==> src/rtl/uart_auto_flow.sv <==
module uart_auto_flow #(
  parameter int DEPTH = 32,
  parameter int LW    = $clog2(DEPTH + 1)
) (
  input  logic          clk,
  input  logic          rst_n,
  input  logic [LW-1:0] rx_level,
  input  logic [1:0]    trig_sel,
  input  logic          auto_rts_en,
  input  logic          auto_cts_en,
  input  logic [1:0]    cts_int_en,
  input  logic          cts_n,
  input  logic          tx_busy,
  input  logic          tx_stop_done,
  input  logic          status_rd,
  output logic          rts_n,
  output logic          tx_allow,
  output logic          cts_irq
);
  localparam int Q1 = DEPTH / 4;
  localparam int Q2 = DEPTH / 2;
  localparam int Q3 = 3 * DEPTH / 4;
  localparam int Q4 = DEPTH - 4;

  logic [LW-1:0] off_lvl, on_lvl;
  always_comb begin
    unique case (trig_sel)
      2'd0: begin off_lvl = LW'(Q2); on_lvl = '0;          end
      2'd1: begin off_lvl = LW'(Q3); on_lvl = LW'(Q1 - 1); end
      2'd2: begin off_lvl = LW'(Q4); on_lvl = LW'(Q2 - 1); end
      default: begin off_lvl = LW'(Q4); on_lvl = LW'(Q3 - 1); end
    endcase
  end

  always_ff @(posedge clk or negedge rst_n)
    if (!rst_n)                  rts_n <= 1'b0;
    else if (!auto_rts_en)       rts_n <= 1'b0;
    else if (rx_level >= off_lvl) rts_n <= 1'b1;
    else if (rx_level <= on_lvl)  rts_n <= 1'b0;

  logic cts_m, cts_s, cts_d;
  always_ff @(posedge clk or negedge rst_n)
    if (!rst_n) {cts_m, cts_s, cts_d} <= 3'b000;
    else        {cts_m, cts_s, cts_d} <= {cts_n, cts_m, cts_s};

  wire stop_req = auto_cts_en & cts_s;
  wire cts_rise = auto_cts_en & cts_s & ~cts_d;

  always_ff @(posedge clk or negedge rst_n)
    if (!rst_n)                         tx_allow <= 1'b1;
    else if (!stop_req)                 tx_allow <= 1'b1;
    else if (!tx_busy || tx_stop_done)  tx_allow <= 1'b0;

  always_ff @(posedge clk or negedge rst_n)
    if (!rst_n)                        cts_irq <= 1'b0;
    else if (cts_rise && &cts_int_en)  cts_irq <= 1'b1;
    else if (status_rd)                cts_irq <= 1'b0;
endmodule


==> config.mk <==
export PLATFORM = sky130hd
export DESIGN_NAME = uart_auto_flow
export DESIGN_NICKNAME = d
export VERILOG_FILES = /design/src/rtl/uart_auto_flow.sv
export SDC_FILE = /design/constraint.sdc
export NUM_CORES = 1
export LEC_CHECK = 0
export ABC_CLOCK_PERIOD_IN_PS = 850
export CORE_AREA = 5 5 42 44
export CTS_BUF_LIST = sky130_fd_sc_hd__clkbuf_4
export CTS_CLUSTER_SIZE = 30
export DETAILED_ROUTE_END_ITERATION = 12
export DIE_AREA = 0 0 47 49
export PLACE_DENSITY_LB_ADDON = 0.05
export SLEW_MARGIN = 10
export SYNTH_ARGS = -nofsm -noshare
export SYNTH_HDL_FRONTEND = slang
export SYNTH_SLANG_ARGS = --single-unit
==> constraint.sdc <==
create_clock -name clk -period 0.85 [get_ports clk]
set_input_delay 0.2125 -clock clk [delete_from_list [all_inputs] [get_ports clk]]
set_output_delay 0.2125 -clock clk [all_outputs]
set_load 0.005 [all_outputs]
==> results of run 1 <==
## through the flow
step / cell area [µm²] / setup TNS, ns / hold WS (ns) / total power [W]
floorplan: 472 / -0.400 / -0.0831 / 0.000440
global placement: 711 / -2.12 / 0.338 / 0.000587
detailed placement: 711 / -2.15 / 0.337 / 0.000591
CTS: 767 / -0.768 / 0.203 / 0.000919
global route: 776 / -0.853 / 0.223 / 0.000971
finish: 776 / -0.717 / 0.202 / 0.000908
## cell families (layout without fill, tap and decap cells)
logic type | count (synthesis) | after routing | synth area share
and+or+nand+nor | 15 | 15 | 0.243
adders and majority gates | 7 | 7 | 0.205
AOI/OAI and AO/OA | 7 | 7 | 0.137
buffers and inverters | 7 | 34 | 0.0614
DFF | 6 | 6 | 0.354
## registers in the layout (all words and copies together) (netlist names)
signal    cells
tx_allow      1
rts_n         1
cts_s         1
cts_m         1
cts_irq       1
cts_d         1
## what timing repair did
| item | in CTS | in global routing |
|---|---|---|
| gates resized for setup | 40 | 2 |
| buffers inserted | 1 | 0 |
| hold endpoints to repair | 0 | 0 |
| endpoints found under the setup margin | 4 | 5 |
| pin swaps | 10 | 2 |
## final cells by class
| type | count | area (µm²) |
|---|---|---|
| Clock buffer | 4 | 30.0 |
| Sequential cell | 6 | 151 |
| Multi-Input combinational cell | 29 | 330 |
| Inverter | 6 | 22.5 |
| Timing Repair Buffer | 24 | 221 |
| Tap cell | 16 | 20.0 |
| Fill cell | 141 | 626 |
## metal layers
| layer | global-route usage | vias up | wire, µm |
|---|---|---|---|
| li1 | - | 202 | - |
| met1 | 0.116 | 171 | 396 |
| met2 | 0.129 | 10 | 464 |
| met3 | 0.0443 | 0 | 67 |
| met4 | 0.0415 | 0 | 0 |
| met5 | 0 | - | 0 |
## where the power goes
part / internal [W] / total (W) / switching, W
Clock: 0.000209 / 0.000310 / 0.000100
Sequential: 0.000305 / 0.000312 / 0.00000667
Combinational: 0.000176 / 0.000287 / 0.000111
Total: 0.000690 / 0.000908 / 0.000218
## path summary, 6_finish.rpt
check | start | to | depth (start not counted)
min | rst_n | cts_d | 1
min reg2reg | cts_m | cts_s | 0
max reg2reg | rts_n | rts_n | 3
max in group asynchronous | rst_n | tx_allow | 1
min in group clk | cts_m | cts_s | 0
max | trig_sel[1] | rts_n | 7
## placed cells by master (no fill, tap or decap)
cell type and n:
a21oi_2 3, a311o_1 1, buf_12 1, buf_2 4, buf_4 4, buf_8 1, clkbuf_4 4, clkdlybuf4s15_1 1
clkdlybuf4s50_1 10, dfrtp_1 5, dfstp_2 1, dlygate4sd2_1 3, ha_1 3, ha_4 4, inv_1 6, nand2_1 4
nand2b_1 1, nand2b_4 1, nand4_1 1, nand4b_4 1, nor2_1 2, nor2_2 1, nor2_4 1, nor2b_4 1
nor3_2 1, nor3b_2 1, o211ai_1 1, o22ai_1 1, o32ai_2 1
==> run metrics, run 1 <==
Final Max Tran Viols=0; ANT cells=0; via density per instance=approximately 4.5; I/O Buffers=20; Reg2Reg Setup Slack=0.02 ns; Tmin final=1.16 ns; Pleak=0.349 nW; Worst-Margin Slew=0.268 ns; maximum clock frequency=approximately 0.86 GHz; CP required=0.96 ns; num ports=21; Post-synth top flop=dfrtp_1; crit-path cells=buf_12 > nor2_4 > ha_4 > nor2b_4 > a311o_1 > a21oi_2 > o32ai_2; initial antenna violation count=0; Synth Instances=42; nets@finish=95; CTS buffer count=3; Starting Density=0.305; first-pass GRT wire length=1.44 mm; CP Launch Type=input port; clk sink count=6; failing checks=negative setup slack; count leader, synth=ha_1; hold_buf cts=0; Power Dens Cells=1170 nW/µm²; GP Congestion=0.773; H-tree lvl count=1; Synth top cells by count=ha_1, inv_1, dfrtp_1; CTS max path bufs=2; largest cells by area after synthesis=dfrtp_1, ha_1, dfstp_2, nand4b_4, inv_1; Vias=383; min-delay worst type=in -> async; Die Ht=49 µm; period utilisation layout=1.37; die footprint=2300 µm²; vias in the first global route=353; max_slew headroom=0.821; status=finished with violations; Clock Latency Late Sink=0.25 ns; Die W=47 µm; CP max FO=5; Synth cell types=19; Mapped Avg Cell Area=between 10 and 15 µm²; asr flop ratio synth=1.00; CP Class=in -> reg; crit-path max cell delay=0.30 ns; VDD IR max=between 0.8 and 0.9 mV; GRT Total Usage=0.0920; GRT overflow=0; layout cells sized above 1=0.435; clock transition time at the flip-flop clock pins of the worst setup and hold paths=0.05 ns; Mapped Area=~430 µm²; Net Count, Synth=67; Clock Tree Root=clkbuf_4; Yosys warning total=0; fin cells=85; pre-CTS WS=-1.10 ns; Core Box Area=1400 µm²; Critical Path Slowest Stage Cell=a311o_1; synthesis-to-finish area growth=81.3%; Crit path max-delay family=compound AO/OA/AOI/OAI gates; Initial DRT Pass Iterations=3; dominant cell type by area after synthesis=dfrtp_1; per-cell routed wire length=around 11 µm; Routed WL=929 µm; final hold violation count=0; largest net degree at the start of global routing=7; RSZ-0062 raised after global routing=yes; Worst Skew=0.0128 ns; # rows=14; final setup fails=4; CP bufs+invs=1; number of remaining DRC errors=0; Max-Cap Viols=0; CTS tree=done; Seq/Total Area, Yosys=0.354; post-placement cell count=80; Seq cells post-synth=6; number of synthesized flops with an enable pin=0; Layout Utilization=0.554; placed wire-length estimate=836 µm; post-synth top area share=0.292; Worst Path Arrival=about 1.3 ns; Routed Antenna Nets=0; Crit. End Element=register; final setup slack of the worst path=-0.312 ns; initial DRC count=4
Note: power is estimated with default switching activity, not from simulation.
==> inputs of run 2 (changes only) <==
--- a/config.mk
+++ b/config.mk
@@ -8,6 +8,7 @@
 export ABC_CLOCK_PERIOD_IN_PS = 850
 export CORE_AREA = 5 5 42 44
 export CTS_BUF_LIST = sky130_fd_sc_hd__clkbuf_4
+export CTS_CLUSTER_DIAMETER = 40
 export CTS_CLUSTER_SIZE = 30
 export DETAILED_ROUTE_END_ITERATION = 12
 export DIE_AREA = 0 0 47 49
==> results of run 2 <==
No change in the layout: final DEF, timing and power equal those of run 1.
